==> src/rtl/sdram_chk_pkg.sv <==
package sdram_chk_pkg;

    typedef enum logic [3:0] {
        CMD_DESEL = 4'd0,
        CMD_NOP   = 4'd1,
        CMD_ACT   = 4'd2,
        CMD_RD    = 4'd3,
        CMD_WR    = 4'd4,
        CMD_PRE   = 4'd5,
        CMD_REF   = 4'd6,
        CMD_MRS   = 4'd7,
        CMD_BST   = 4'd8
    } cmd_e;

    typedef enum logic [2:0] {
        BK_IDLE    = 3'd0,
        BK_OPENING = 3'd1,
        BK_OPEN    = 3'd2,
        BK_RDBURST = 3'd3,
        BK_WRBURST = 3'd4,
        BK_CLOSING = 3'd5,
        BK_MODESET = 3'd6
    } bank_e;

    typedef enum logic [1:0] {
        DV_RUN    = 2'd0,
        DV_PDOWN  = 2'd1,
        DV_SREF   = 2'd2,
        DV_SREXIT = 2'd3
    } dev_e;

endpackage

==> src/rtl/sdram_cmd_decode.sv <==
module sdram_cmd_decode
    import sdram_chk_pkg::*;
(
    input  logic cs_n,
    input  logic ras_n,
    input  logic cas_n,
    input  logic we_n,
    output cmd_e cmd
);

    always_comb begin
        if (cs_n) begin
            cmd = CMD_DESEL;
        end else begin
            case ({ras_n, cas_n, we_n})
                3'b011:  cmd = CMD_ACT;
                3'b101:  cmd = CMD_RD;
                3'b100:  cmd = CMD_WR;
                3'b010:  cmd = CMD_PRE;
                3'b001:  cmd = CMD_REF;
                3'b000:  cmd = CMD_MRS;
                3'b110:  cmd = CMD_BST;
                default: cmd = CMD_NOP;
            endcase
        end
    end

endmodule

==> src/rtl/sdram_bank_fsm.sv <==
module sdram_bank_fsm
    import sdram_chk_pkg::*;
#(
    parameter int T_RCD     = 3,
    parameter int T_RP      = 3,
    parameter int T_MRD     = 2,
    parameter int BURST_CYC = 2,
    parameter int CNT_W     = 2
) (
    input  logic       clk,
    input  logic       rst_n,
    input  cmd_e       cmd_i,
    input  logic       tgt_i,
    input  logic       a10_i,
    input  logic       apply_i,
    output logic       bad_o,
    output logic [2:0] state_o
);

    localparam logic [CNT_W-1:0] RCD_LD = CNT_W'(T_RCD - 1);
    localparam logic [CNT_W-1:0] RP_LD  = CNT_W'(T_RP - 1);
    localparam logic [CNT_W-1:0] MRD_LD = CNT_W'(T_MRD - 1);
    localparam logic [CNT_W-1:0] BUR_LD = CNT_W'(BURST_CYC - 1);

    typedef struct packed {
        bank_e            st;
        logic [CNT_W-1:0] cnt;
        logic             ap;
    } bank_t;

    bank_t r_q, r_d;

    // legality of an addressed command in the present state
    always_comb begin
        bad_o = 1'b0;
        if (tgt_i) begin
            case (r_q.st)
                BK_IDLE:    bad_o = cmd_i inside {CMD_RD, CMD_WR, CMD_BST};
                BK_OPEN:    bad_o = cmd_i inside {CMD_ACT, CMD_REF, CMD_MRS};
                BK_RDBURST: bad_o = (cmd_i inside {CMD_ACT, CMD_REF, CMD_MRS, CMD_WR})
                                    || (cmd_i == CMD_BST && r_q.ap);
                BK_WRBURST: bad_o = cmd_i inside {CMD_ACT, CMD_REF, CMD_MRS, CMD_RD, CMD_BST};
                default:    bad_o = 1'b1;
            endcase
        end
    end

    // timed progression, then command override
    always_comb begin
        r_d = r_q;
        case (r_q.st)
            BK_OPENING: begin
                if (r_q.cnt == '0) r_d.st = BK_OPEN;
                else               r_d.cnt = r_q.cnt - 1'b1;
            end
            BK_RDBURST, BK_WRBURST: begin
                if (r_q.cnt == '0) begin
                    if (r_q.ap) begin
                        r_d.st  = BK_CLOSING;
                        r_d.cnt = RP_LD;
                    end else begin
                        r_d.st = BK_OPEN;
                    end
                end else begin
                    r_d.cnt = r_q.cnt - 1'b1;
                end
            end
            BK_CLOSING, BK_MODESET: begin
                if (r_q.cnt == '0) r_d.st = BK_IDLE;
                else               r_d.cnt = r_q.cnt - 1'b1;
            end
            default: ;
        endcase

        if (apply_i && tgt_i) begin
            case (cmd_i)
                CMD_ACT: begin
                    r_d.st  = BK_OPENING;
                    r_d.cnt = RCD_LD;
                end
                CMD_RD: begin
                    r_d.st  = BK_RDBURST;
                    r_d.cnt = BUR_LD;
                    r_d.ap  = a10_i;
                end
                CMD_WR: begin
                    r_d.st  = BK_WRBURST;
                    r_d.cnt = BUR_LD;
                    r_d.ap  = a10_i;
                end
                CMD_PRE: begin
                    if (r_q.st != BK_IDLE) begin
                        r_d.st  = BK_CLOSING;
                        r_d.cnt = RP_LD;
                    end
                end
                CMD_BST: r_d.st = BK_OPEN;
                CMD_MRS: begin
                    r_d.st  = BK_MODESET;
                    r_d.cnt = MRD_LD;
                end
                default: ;
            endcase
        end
    end

    always_ff @(posedge clk or negedge rst_n) begin
        if (!rst_n) r_q <= '{BK_IDLE, '0, 1'b0};
        else        r_q <= r_d;
    end

    assign state_o = r_q.st;

    AST_OPENING_TO_OPEN: assert property (@(posedge clk) disable iff (!rst_n)
        (r_q.st == BK_OPENING) |=> (r_q.st inside {BK_OPENING, BK_OPEN}));
    AST_CLOSING_TO_IDLE: assert property (@(posedge clk) disable iff (!rst_n)
        (r_q.st == BK_CLOSING) |=> (r_q.st inside {BK_CLOSING, BK_IDLE}));
    AST_MODESET_TO_IDLE: assert property (@(posedge clk) disable iff (!rst_n)
        (r_q.st == BK_MODESET) |=> (r_q.st inside {BK_MODESET, BK_IDLE}));
    AST_IDLE_HELD_WHEN_BLOCKED: assert property (@(posedge clk) disable iff (!rst_n)
        (!apply_i && r_q.st == BK_IDLE) |=> (r_q.st == BK_IDLE));

endmodule

==> src/rtl/sdram_cmd_monitor.sv <==
module sdram_cmd_monitor
    import sdram_chk_pkg::*;
#(
    parameter int NUM_BANKS = 4,
    parameter int T_RCD     = 3,
    parameter int T_RP      = 3,
    parameter int T_MRD     = 2,
    parameter int T_SREX    = 4,
    parameter int BURST_CYC = 2,
    localparam int BA_W     = $clog2(NUM_BANKS)
) (
    input  logic                   clk,
    input  logic                   rst_n,
    input  logic                   cke,
    input  logic                   cs_n,
    input  logic                   ras_n,
    input  logic                   cas_n,
    input  logic                   we_n,
    input  logic [BA_W-1:0]        ba,
    input  logic                   a10,
    output logic                   illegal_o,
    output logic [3:0]             cmd_o,
    output logic [3*NUM_BANKS-1:0] bank_state_o,
    output logic [1:0]             dev_mode_o
);

    localparam int MAX_A  = (T_RCD > T_RP) ? T_RCD : T_RP;
    localparam int MAX_B  = (T_MRD > BURST_CYC) ? T_MRD : BURST_CYC;
    localparam int MAX_T  = (MAX_A > MAX_B) ? MAX_A : MAX_B;
    localparam int CNT_W  = $clog2(MAX_T + 1);
    localparam int DCNT_W = $clog2(T_SREX + 1);

    typedef struct packed {
        dev_e              mode;
        logic [DCNT_W-1:0] cnt;
        logic              ill;
        cmd_e              cmd;
    } dev_t;

    dev_t t_q, t_d;

    cmd_e                 cmd;
    logic                 nopish;
    logic                 all_idle;
    logic                 dev_bad;
    logic                 apply;
    logic [NUM_BANKS-1:0] tgt;
    logic [NUM_BANKS-1:0] bad_v;
    logic [NUM_BANKS-1:0] idle_v;

    sdram_cmd_decode u_dec (
        .cs_n  (cs_n),
        .ras_n (ras_n),
        .cas_n (cas_n),
        .we_n  (we_n),
        .cmd   (cmd)
    );

    assign nopish = (cmd == CMD_DESEL) || (cmd == CMD_NOP);

    // which banks the present command addresses
    always_comb begin
        for (int i = 0; i < NUM_BANKS; i++) begin
            case (cmd)
                CMD_ACT, CMD_RD, CMD_WR, CMD_BST: tgt[i] = (ba == BA_W'(i));
                CMD_PRE:                          tgt[i] = a10 || (ba == BA_W'(i));
                CMD_REF, CMD_MRS:                 tgt[i] = 1'b1;
                default:                          tgt[i] = 1'b0;
            endcase
        end
    end

    for (genvar g = 0; g < NUM_BANKS; g++) begin : g_bank
        logic [2:0] st;
        sdram_bank_fsm #(
            .T_RCD     (T_RCD),
            .T_RP      (T_RP),
            .T_MRD     (T_MRD),
            .BURST_CYC (BURST_CYC),
            .CNT_W     (CNT_W)
        ) u_bank (
            .clk     (clk),
            .rst_n   (rst_n),
            .cmd_i   (cmd),
            .tgt_i   (tgt[g]),
            .a10_i   (a10),
            .apply_i (apply),
            .bad_o   (bad_v[g]),
            .state_o (st)
        );
        assign bank_state_o[3*g +: 3] = st;
        assign idle_v[g] = (st == BK_IDLE);
    end

    assign all_idle = &idle_v;
    assign apply    = (t_q.mode == DV_RUN) && cke && !dev_bad;

    always_comb begin
        t_d     = t_q;
        t_d.cmd = cmd;
        dev_bad = 1'b0;
        case (t_q.mode)
            DV_RUN: begin
                if (!cke) dev_bad = !(all_idle && (nopish || cmd == CMD_REF));
                else      dev_bad = |bad_v;
                if (!cke && !dev_bad) t_d.mode = (cmd == CMD_REF) ? DV_SREF : DV_PDOWN;
            end
            DV_PDOWN: begin
                dev_bad = !nopish;
                if (cke && nopish) t_d.mode = DV_RUN;
            end
            DV_SREF: begin
                dev_bad = !nopish;
                if (cke && nopish) begin
                    t_d.mode = DV_SREXIT;
                    t_d.cnt  = DCNT_W'(T_SREX - 1);
                end
            end
            default: begin
                dev_bad = !nopish || !cke;
                if (t_q.cnt == '0) t_d.mode = DV_RUN;
                else               t_d.cnt  = t_q.cnt - 1'b1;
            end
        endcase
        t_d.ill = dev_bad;
    end

    always_ff @(posedge clk or negedge rst_n) begin
        if (!rst_n) t_q <= '{DV_RUN, '0, 1'b0, CMD_DESEL};
        else        t_q <= t_d;
    end

    assign illegal_o  = t_q.ill;
    assign cmd_o      = t_q.cmd;
    assign dev_mode_o = t_q.mode;

    AST_BUSY_CKE_LOW_FLAGGED: assert property (@(posedge clk) disable iff (!rst_n)
        (t_q.mode == DV_RUN && !cke && !all_idle) |=> (t_q.ill && t_q.mode == DV_RUN));
    AST_SREF_EXIT_PATH: assert property (@(posedge clk) disable iff (!rst_n)
        (t_q.mode == DV_SREF) |=> (t_q.mode inside {DV_SREF, DV_SREXIT}));
    AST_NOP_NEVER_FLAGGED: assert property (@(posedge clk) disable iff (!rst_n)
        (t_q.mode == DV_RUN && cke && nopish) |=> !t_q.ill);
    AST_PDOWN_LEAVES_RUN: assert property (@(posedge clk) disable iff (!rst_n)
        (t_q.mode == DV_PDOWN) |=> (t_q.mode inside {DV_PDOWN, DV_RUN}));

endmodule

==> config.mk <==
export PLATFORM = sky130hd
export DESIGN_NAME = sdram_cmd_monitor
export DESIGN_NICKNAME = d
export VERILOG_FILES = /design/src/rtl/sdram_chk_pkg.sv /design/src/rtl/sdram_cmd_decode.sv /design/src/rtl/sdram_bank_fsm.sv /design/src/rtl/sdram_cmd_monitor.sv
export SDC_FILE = /design/constraint.sdc
export NUM_CORES = 1
export LEC_CHECK = 0
export BUFFER_PORTS_ARGS = -buffer_cell sky130_fd_sc_hd__buf_2
export CORE_MARGIN = 4
export CORE_UTILIZATION = 60
export DETAILED_ROUTE_END_ITERATION = 6
export PLACE_DENSITY = 0.8
export SLEW_MARGIN = 20
export SYNTH_ARGS = -nofsm -noshare
export SYNTH_HDL_FRONTEND = slang
export SYNTH_SLANG_ARGS = --single-unit
==> constraint.sdc <==
create_clock -name clk -period 5.6 [get_ports clk]
set_input_delay 0.28 -clock clk [delete_from_list [all_inputs] [get_ports clk]]
set_output_delay 0.28 -clock clk [all_outputs]
set_load 0.005 [all_outputs]
==> flow_metrics.py, run 1 <==
metrics = {
    "outcome": {
        "outcome": "finished clean",
    },
    "grt": {
        "grt_pass1_wl_mm": 13.4,
        "grt_overflow": 0,
        "grt_max_degree": 35,
        "antenna_found_initial": 0,
        "grt_pass1_vias": 2689,
        "grt.total_usage": 0.260,
    },
    "synth": {
        "syn-num-nets": 431,
        "synth_edf_count": 0,
        "ys_ff_latch": 34,
        "syn_inst": 415,
        "seq_area_frac_synth": 0.262,
        "synth_top_area_frac": 0.262,
        "netlist-cell-type-count": 70,
        "synthTopCellsByArea": "dfrtp_1 26%, nand2_1 5.6%, a21oi_1 5.2%",
        "syn_area_per_cell_um2": 7.81,
        "ys_warn_count": 0,
        "async_flop_share": 1.00,
        "ys.flop_type": "dfrtp_1",
        "synth_area_leader_cell": "dfrtp_1",
        "syn_area_mm2": 0.00324,
    },
    "clocking": {
        "cts-buffers-inserted": 5,
        "hold_buffers": 0,
        "clk_latency_ns": 0.29,
        "clockBufferDepth": 2,
        "post_cts_buffers": 0,
        "clock-sinks": 34,
        "cts-htree-levels": 2,
        "clkSlewWorstSetupHoldPaths_ns": 0.07,
        "ctsResizeCount": 0,
        "cts_tree": "built",
        "clock-root-buffer": "clkbuf_8",
    },
    "place": {
        "dp_hpwl_mm": 5.90,
        "placed_area_mm2": 0.00314,
        "portBuffers": 28,
        "gp_congestion": 0.974,
    },
    "die": {
        "die_y_um": 81.5,
        "start_util": 0.627,
        "die-area_mm2": 0.00664,
        "rows": 26,
        "fp.dieW_um": 81.5,
        "core_mm2": 0.00517,
        "io_pins": 29,
    },
    "timing": {
        "min_period_over_period": 0.506,
        "skew_ns": 0.00481,
        "grt_setup_unrepaired": "no",
        "finalSetupTns_ns": 0,
        "slew_headroom": 0.491,
        "fmax_mhz": 353,
        "hold_ws_ns": 0.0594,
        "setup-violations-final": 0,
        "fin_crit_ns": 2.83,
        "worst_pin_slew_ns": 0.764,
        "slew_viol_final": 0,
        "hold_viol_final": 0,
    },
    "routing": {
        "drc": 0,
        "vias_per_cell": 6.65,
        "drt-initial-drc-count": 453,
        "wirelength_mm": 8.34,
        "ant_nets": 0,
        "drtPass1Iterations": 5,
        "wl_per_cell_um": 17.6,
        "vias": 3152,
    },
    "critical_path": {
        "startpoint_type": "register",
        "cpPeakStageDelay_ns": 0.62,
        "worstSetupEndpointType": "register",
        "r2r_cells": 8,
        "crit_buf_inv": 0,
        "cp_slowest_cell": "dfrtp_1",
        "cp_cell_sequence": "nand2_1, a211o_1, o221ai_2, a21oi_2, nor3_4, and2_1, a41oi_1, a31o_1",
        "r2r_slack_ns": 2.77,
        "crit_family": "simple AND/OR/NAND/NOR gates",
        "critPathMaxFanout": 16,
        "critPathRequiredTime_ns": 5.78,
        "worstReg2RegStart": "g_bank[1].u_bank.state_o[0]",
        "worstSetupPathType": "register to register",
        "reg2reg_to": "g_bank[2].u_bank.r_q[2]",
        "critical_path_arrival_ns": 3.01,
    },
    "final_layout": {
        "syn_to_final_growth_pct": -0.849,
        "drive_above_1_share": 0.146,
        "nNetsFinal": 420,
        "stdcell_area_mm2": 0.00321,
        "diodes": 0,
        "utilization": 0.621,
    },
    "power": {
        "power.density_mw_per_mm2": 392,
        "fin_total_pwr_mw": 1.26,
        "pwr-share-comb": 0.505,
        "internal-power_mw": 0.676,
        "irDropWorstVdd_v": 0.000293,
        "pwr-share-clk": 0.138,
        "swShare": 0.464,
        "p_leak_nw": 1.28,
        "switchingPower_mw": 0.584,
        "pwr-share-seq": 0.357,
    },
    "job": {
        "cap_violations": 0,
    },
    "hold_path": {
        "hp-class": "primary input to asynchronous set/reset pin",
    },
}
[cells by family after synthesis]
family                   after synthesis  share of synthesized area
XOR/XNOR                               2                    0.00540
buffers and inverters                 65                      0.124
flip-flops                            34                      0.262
AND/OR/NAND/NOR                      152                      0.230
multiplexers                           8                     0.0251
adder cells (fa/ha/maj)                6                     0.0232
AO/OA/AOI/OAI                        148                      0.329
[placed cells by master (no fill, tap or decap), types with 3 or more instances in the layout]
cell	count
nand3b_1	3
a31oi_1	15
a32o_1	3
dfrtp_1	34
a21oi_2	3
a211oi_1	5
inv_1	19
o21bai_1	3
o22ai_1	4
or2_2	3
o21ai_0	24
buf_2	28
a21oi_1	34
clkbuf_8	5
nand3_1	10
mux2i_1	7
a21o_1	4
nor3_1	20
o31ai_1	11
nor3b_1	4
nand2_1	48
nor4_1	6
a32oi_1	4
nand2b_1	7
nor2b_1	4
and3_1	3
ha_1	6
nor2_1	35
[final cells by class]
cell class	instances	area, um2
multi-input combinational	316	1990
sequential	34	851
fill	475	1960
clock buffer	7	76.3
timing repair buffer	28	140
inverter	19	71.3
tap	70	87.6
[routing by layer]
metal  global-route usage  up-vias  part of all wire
met5                    0        -                 0
met3               0.0471       24             0.094
met1                0.355     1438              0.43
li1                     -     1494                 -
met2                0.416      196              0.46
met4               0.0845        0             0.022
[cells in the mapped netlist (all sizes together), types with 4 or more instances]
library cell and number:
clkbuf 10, buf 36, nor2 35, nand2b 7, o22ai 4, a211oi 8, a32oi 5, a21oi 38
mux2i 7, nor3 21, a31oi 16, a21o 4, dfrtp 34, nor3b 5, o21ai 26, nand2 48
nor4 6, inv 19, nor2b 4, nand3 10, ha 6, and3 4, o31ai 11
[stage by stage]
stage               worst slack [ns]  instances
floorplan                       3.44        415
global placement                2.63        467
detailed placement              2.54        467
CTS                             2.76        474
global route                    2.49        474
finish                          2.77        474
[worst max-delay path by stage]
stage,from,to,cells after the start
detailed placement,ras_n,g_bank[2].u_bank.r_q[2],9
CTS,g_bank[1].u_bank.state_o[0],g_bank[2].u_bank.r_q[2],8
floorplan,g_bank[3].u_bank.state_o[0],g_bank[2].u_bank.r_q[2],10
finish,g_bank[1].u_bank.state_o[0],g_bank[2].u_bank.r_q[2],8
global placement,ras_n,g_bank[2].u_bank.r_q[2],9
global route,g_bank[1].u_bank.state_o[0],g_bank[2].u_bank.r_q[2],8
[registers in the layout, indices dropped and copies added, names as in the netlist]
name / count
cmd_o: 4
g_bank.u_bank.r_q: 12
dev_mode_o: 2
illegal_o: 1
t_q: 3
g_bank.u_bank.state_o: 12
[power by group through the flow]
| stage | combinational, mW | sequential (mW) | clock, mW |
|---|---|---|---|
| after floorplan | 0.593 | 0.385 | 0 |
| after global placement | 0.618 | 0.445 | 0 |
| after detailed placement | 0.626 | 0.449 | 0 |
| after CTS | 0.631 | 0.444 | 0.176 |
| after global routing | 0.715 | 0.464 | 0.190 |
| final | 0.636 | 0.449 | 0.174 |
No activity file was read; power rests on OpenSTA's default activity.
==> inputs of run 2 (changes only) <==
ABC_AREA = 1   (was not set)
CORE_UTILIZATION = 54   (was 60)
PLACE_DENSITY = 0.77   (was 0.8)
clock period = 2.3 ns   (was 5.6 ns; I/O delays follow)
==> run 2 against run 1 <==
Setup slack worse by 2.5 ns. Fmax is 38% higher. Design area is 1.5% higher.
==> flow_metrics.py, run 2 <==
metrics = {
    "outcome": {
        "outcome": "finished clean",
    },
    "final_layout": {
        "nNetsFinal": 497,
        "final_cell_mix": "130 x nand2_1, 59 x inv_1, 37 x nor2_1",
        "nFillCells": 544,
        "drive_above_1_share": 0.154,
        "diodes": 0,
        "final_common_cell": "nand2_1",
        "syn_to_final_growth_pct": 7.46,
        "utilization": 0.596,
    },
    "clocking": {
        "cts-buffers-inserted": 5,
        "clock-sinks": 34,
        "clockBufferDepth": 2,
        "cts-htree-levels": 2,
        "cts_tree": "built",
        "clk_latency_ns": 0.29,
        "clock-root-buffer": "clkbuf_8",
        "clkSlewWorstSetupHoldPaths_ns": 0.07,
    },
    "grt": {
        "grt_pass1_wl_mm": 13.6,
        "grt.total_usage": 0.235,
        "antenna_found_initial": 0,
        "grt_pass1_vias": 2958,
        "grt_max_degree": 35,
        "grt_overflow": 0,
    },
    "timing": {
        "worst_pin_slew_ns": 0.801,
        "fin_crit_ns": 2.05,
        "fmax_mhz": 488,
        "min_period_over_period": 0.891,
        "setup-violations-final": 0,
        "hold_viol_final": 0,
        "hold_ws_ns": 0.0831,
        "slew_viol_final": 0,
        "skew_ns": 0.00409,
        "finalWorstSetupSlack_ns": 0.252,
        "grt_setup_unrepaired": "no",
        "finalSetupTns_ns": 0,
        "slew_headroom": 0.466,
    },
    "routing": {
        "wl_per_cell_um": 14.4,
        "drtPass1Iterations": 5,
        "vias": 3170,
        "vias_per_cell": 5.72,
        "drc": 0,
        "ant_nets": 0,
        "drt-initial-drc-count": 224,
        "wirelength_mm": 8.00,
    },
    "critical_path": {
        "worstReg2RegStart": "g_bank[2].u_bank.state_o[1]",
        "r2r_slack_ns": 0.25,
        "reg2reg_to": "g_bank[0].u_bank.r_q[2]",
        "critPathRequiredTime_ns": 2.48,
        "worstSetupPathType": "register to register",
        "r2r_cells": 13,
        "critical_path_arrival_ns": 2.22,
        "startpoint_type": "register",
        "worstSetupEndpointType": "register",
        "critPathMaxFanout": 10,
    },
    "synth": {
        "synth_area_leader_cell": "dfrtp_1",
        "synthTopCellsByCount": "130 x nand2_1, 59 x inv_1, 38 x nor2_1",
        "seq_area_frac_synth": 0.280,
        "syn_inst": 459,
        "netlist-cell-type-count": 46,
        "post-synth-top-count-cell": "nand2_1",
        "ys_ff_latch": 34,
        "synth_edf_count": 0,
        "ys.flop_type": "dfrtp_1",
        "syn_area_mm2": 0.00304,
        "synthTopCellsByArea": "dfrtp_1 28%, nand2_1 16%, inv_1 7.3%",
        "async_flop_share": 1.00,
        "ys_warn_count": 0,
        "synth_top_area_frac": 0.280,
        "syn-num-nets": 475,
        "syn_area_per_cell_um2": 6.61,
    },
    "hold_path": {
        "hp-class": "primary input to register",
        "holdPathEnd": "cmd_o[0]",
        "holdPathStages": 2,
        "hp-start": "ras_n",
    },
    "die": {
        "io_pins": 29,
        "start_util": 0.555,
        "rows": 27,
        "die-area_mm2": 0.00688,
        "fp.dieW_um": 83.0,
        "core_mm2": 0.00547,
        "die_y_um": 83.0,
    },
    "place": {
        "preCtsSetupSlack_ns": 0.180,
        "gp_congestion": 0.893,
        "dp_hpwl_mm": 6.06,
        "portBuffers": 28,
    },
    "power": {
        "switchingPower_mw": 1.50,
        "power.density_mw_per_mm2": 964,
        "p_leak_nw": 1.74,
        "swShare": 0.477,
        "pwr-share-clk": 0.148,
        "pwr-share-comb": 0.555,
        "pwr-share-seq": 0.296,
        "irDropWorstVdd_v": 0.000745,
        "internal-power_mw": 1.64,
    },
    "job": {
        "cap_violations": 0,
    },
}
==> run 2: how the worst max path moves through the flow <==
stage                     slack, ns  cells past startpoint                     endpoint                   startpoint
after detailed placement       0.18                      9      g_bank[0].u_bank.r_q[2]  g_bank[2].u_bank.state_o[2]
final                          0.25                     13      g_bank[0].u_bank.r_q[2]  g_bank[2].u_bank.state_o[1]
after floorplan                0.53                     13      g_bank[0].u_bank.r_q[1]  g_bank[2].u_bank.state_o[2]
after CTS                      0.17                     11      g_bank[0].u_bank.r_q[2]  g_bank[0].u_bank.state_o[1]
after global placement         0.23                     16      g_bank[0].u_bank.r_q[2]                        cas_n
after global routing           0.04                     13  g_bank[0].u_bank.state_o[2]  g_bank[2].u_bank.state_o[1]
==> run 2: worst max-delay path: stages (launching register included) <==
cell      delay (ns)
dfrtp_1         0.48
nand2_1         0.15
nor2_1          0.15
nor2_1          0.05
nand2_1         0.07
nand2_1         0.05
o21ai_0         0.18
nand3_1         0.11
o21bai_2        0.16
nand2_4         0.10
nand2_8         0.12
nand3_4         0.14
nand2_1         0.10
o21ai_1         0.07
==> run 2: logic make-up after synthesis <==
| group | share of synthesized area |
|---|---|
| flip-flops | 0.280 |
| buffers and inverters | 0.135 |
| AND/OR/NAND/NOR | 0.343 |
| AO/OA/AOI/OAI | 0.214 |
| adder cells (fa/ha/maj) | 0.0247 |
| XOR/XNOR | 0.00289 |
==> run 2: what timing repair did <==
action,CTS,global route
hold endpoints to repair,34,0
hold buffers,1,0
gates resized for setup,0,3
setup buffers,0,0
endpoints found under the setup margin,0,21
==> run 2: area by class of cell <==
type	count	area (um2)	area share
clock buffers	7	86.3	0.0265
clock inverters	1	5.00	0.00153
inverters	63	236	0.0725
multi-input cells	340	1780	0.547
flip-flops and latches	34	851	0.261
well taps	72	90.1	0.0276
repair buffers	37	210	0.0644
==> run 2: routing by layer <==
| metal | track usage | part of all wire |
|---|---|---|
| met3 | 0.0496 | 0.075 |
| met5 | 0 | 0 |
| met1 | 0.291 | 0.43 |
| met2 | 0.405 | 0.46 |
| met4 | 0.0802 | 0.032 |
==> run 2: through the flow <==
stage	power [mW]	cell area (um2)	instances
final	3.14	3260	554
after global placement	2.60	3150	545
after global routing	3.44	3260	554
after CTS	3.12	3250	554
after floorplan	2.28	3040	459
after detailed placement	2.65	3150	545
==> run 2: power by group through the flow <==
stage | Sequential (mW) | Clock, mW | Combinational, mW
2_1_floorplan | 0.898 | 0 | 1.39
3_3_place_gp | 0.932 | 0 | 1.67
5_1_grt | 0.962 | 0.500 | 1.97
4_1_cts | 0.928 | 0.469 | 1.72
6_report | 0.932 | 0.467 | 1.75
3_5_place_dp | 0.940 | 0 | 1.71
==> inputs of run 3 (changes only) <==
==> constraint.sdc (replaced) <==
create_clock -name clk -period 2.3 [get_ports clk]
set_input_delay 0 -clock clk [delete_from_list [all_inputs] [get_ports clk]]
set_output_delay 0 -clock clk [all_outputs]
set_load 0.005 [all_outputs]
==> run 3 against run 2 <==
Fmax shrank 3.2%. Final cell count down 0.36%. Sequential cell count did not move. Total power is 0.67% lower. Highest routed layer unchanged. Clock-buffer cell count is the same. Largest cell class unchanged. Utilization rose by 0.18 points.
==> flow_metrics.py, run 3 (synthesized netlist as in run 2, its figures left out) <==
metrics = {
    "outcome": {
        "outcome": "finished clean",
    },
    "critical_path": {
        "critPathMaxFanout": 10,
        "cp_slowest_cell": "dlygate4sd3_1",
        "r2r_cells": 13,
        "cpPeakStageDelay_ns": 0.52,
        "cp_common_cell": "nand2_1",
        "worstSetupEndpointType": "register",
        "r2r_slack_ns": 0.23,
        "crit_buf_inv": 3,
        "startpoint_type": "primary input",
        "worstSetupPathType": "primary input to register",
        "reg2reg_to": "g_bank[0].u_bank.r_q[2]",
        "worstReg2RegStart": "g_bank[0].u_bank.state_o[2]",
        "cp_cell_sequence": "dlygate4sd3_1, buf_2, inv_2, nand2_2, nand2_1, nand2_1, nand2_2, nand2_1, nand2_1, o21ai_1, nand2_1, o21bai_2, nand2_4, nand2_8, nand3_4, nand2_1, o21ai_1",
        "critical_path_arrival_ns": 2.29,
        "crit_family": "simple AND/OR/NAND/NOR gates",
        "critPathRequiredTime_ns": 2.47,
    },
    "job": {
        "cap_violations": 0,
    },
    "clocking": {
        "clkSlewWorstSetupHoldPaths_ns": 0.07,
        "cts_tree": "built",
        "clock-root-buffer": "clkbuf_8",
        "cts-htree-levels": 2,
        "clockBufferDepth": 2,
        "clock-sinks": 34,
        "clk_latency_ns": 0.29,
        "cts-buffers-inserted": 5,
    },
    "die": {
        "die-area_mm2": 0.00688,
        "rows": 27,
        "fp.dieW_um": 83.0,
        "core_mm2": 0.00547,
        "start_util": 0.555,
        "io_pins": 29,
        "die_y_um": 83.0,
    },
    "final_layout": {
        "nNetsFinal": 495,
        "nFillCells": 533,
        "final_cell_mix": "126 x nand2_1, 59 x inv_1, 38 x nor2_1",
        "diodes": 0,
        "drive_above_1_share": 0.163,
        "final_cells": 552,
        "stdcell_area_mm2": 0.00327,
        "syn_to_final_growth_pct": 7.79,
        "final_common_cell": "nand2_1",
        "utilization": 0.598,
    },
    "power": {
        "irDropWorstVdd_v": 0.000617,
        "p_leak_nw": 1.73,
        "power.density_mw_per_mm2": 954,
    },
    "grt": {
        "grt_max_degree": 35,
        "antenna_found_initial": 0,
        "grt_pass1_vias": 2977,
        "grt.total_usage": 0.234,
        "grt_overflow": 0,
        "grt_pass1_wl_mm": 13.5,
    },
    "routing": {
        "wirelength_mm": 7.81,
        "ant_nets": 0,
        "vias": 3161,
        "drtPass1Iterations": 5,
        "drc": 0,
        "vias_per_cell": 5.73,
        "wl_per_cell_um": 14.2,
        "drt-initial-drc-count": 288,
    },
    "timing": {
        "fin_crit_ns": 2.12,
        "hold_ws_ns": 0.0151,
        "worst_pin_slew_ns": 0.834,
        "fmax_mhz": 473,
        "min_period_over_period": 0.920,
        "slew_viol_final": 0,
        "slew_headroom": 0.440,
        "setup-violations-final": 0,
        "hold_viol_final": 0,
        "finalSetupTns_ns": 0,
        "skew_ns": 0.00645,
        "grt_setup_unrepaired": "no",
    },
    "hold_path": {
        "holdPathEnd": "g_bank[2].u_bank.r_q[0]",
        "holdPathStages": 3,
        "hp-class": "primary input to register",
        "hp-start": "a10",
    },
    "place": {
        "post-place-cells": 542,
        "dp_hpwl_mm": 5.89,
        "gp_congestion": 0.938,
        "portBuffers": 28,
        "placed_area_mm2": 0.00313,
    },
}
run 3: changes by cell type in the layout (fill, tap and decap cells not counted), sizes merged:
cell	before	now
dlygate4sd3	1	2
buf	36	33
run 3: worst register-to-register path, cell delays in order, from the launching register on:
cell and delay (ns):
dfrtp_1 0.46, inv_1 0.15, nand3_1 0.13, nand2_1 0.07, o21bai_1 0.10, nand2_1 0.07
o21ai_1 0.18, nand2_1 0.08, o21bai_2 0.18, nand2_4 0.10, nand2_8 0.12, nand3_4 0.14
nand2_1 0.09, o21ai_1 0.07
run 3: power breakdown:
group	internal, mW	switching (mW)
combinational	0.621	1.10
sequential	0.768	0.159
clock	0.242	0.230
total	1.63	1.49
run 3: metal layers:
| layer | wire (um) | global-route usage | part of all wire |
|---|---|---|---|
| met3 | 601 | 0.0516 | 0.077 |
| met4 | 197 | 0.0906 | 0.025 |
| met1 | 3380 | 0.292 | 0.43 |
| met5 | 0 | 0 | 0 |
| met2 | 3630 | 0.394 | 0.47 |
run 3: through the flow:
step / setup slack [ns] / power (mW)
after detailed placement: 0.0572 / 2.62
after floorplan: 0.526 / 2.28
after global routing: 0.00310 / 3.43
final: 0.184 / 3.12
after global placement: 0.201 / 2.57
after CTS: 0.0347 / 3.10
run 3: worst max-delay path by stage:
stage	slack (ns)	end	cells past startpoint	from
after floorplan	0.53	g_bank[0].u_bank.r_q[1]	13	g_bank[2].u_bank.state_o[2]
final	0.18	g_bank[0].u_bank.r_q[2]	17	ras_n
after detailed placement	0.06	g_bank[0].u_bank.r_q[2]	9	g_bank[2].u_bank.state_o[1]
after global placement	0.20	g_bank[0].u_bank.r_q[2]	9	g_bank[2].u_bank.state_o[1]
after CTS	0.03	g_bank[0].u_bank.r_q[2]	9	g_bank[2].u_bank.state_o[1]
after global routing	0.003	g_bank[3].u_bank.state_o[1]	11	g_bank[3].u_bank.state_o[1]
run 3: cell type report:
type	count	area, um2	share of cell area
Sequential cell	34	852	0.260
Tap cell	72	90.1	0.0275
Inverter	63	236	0.0723
Timing Repair Buffer	35	198	0.0604
Clock buffer	7	86.3	0.0264
Multi-Input combinational cell	340	1800	0.551
Clock inverter	1	5.00	0.00153
run 3: timing repair:
action                     4_1_cts  5_1_grt
gates resized for setup          0       11
hold buffers                     2        0
hold endpoints to repair        35        0
setup endpoints to repair        0       26
setup buffers                    0        0
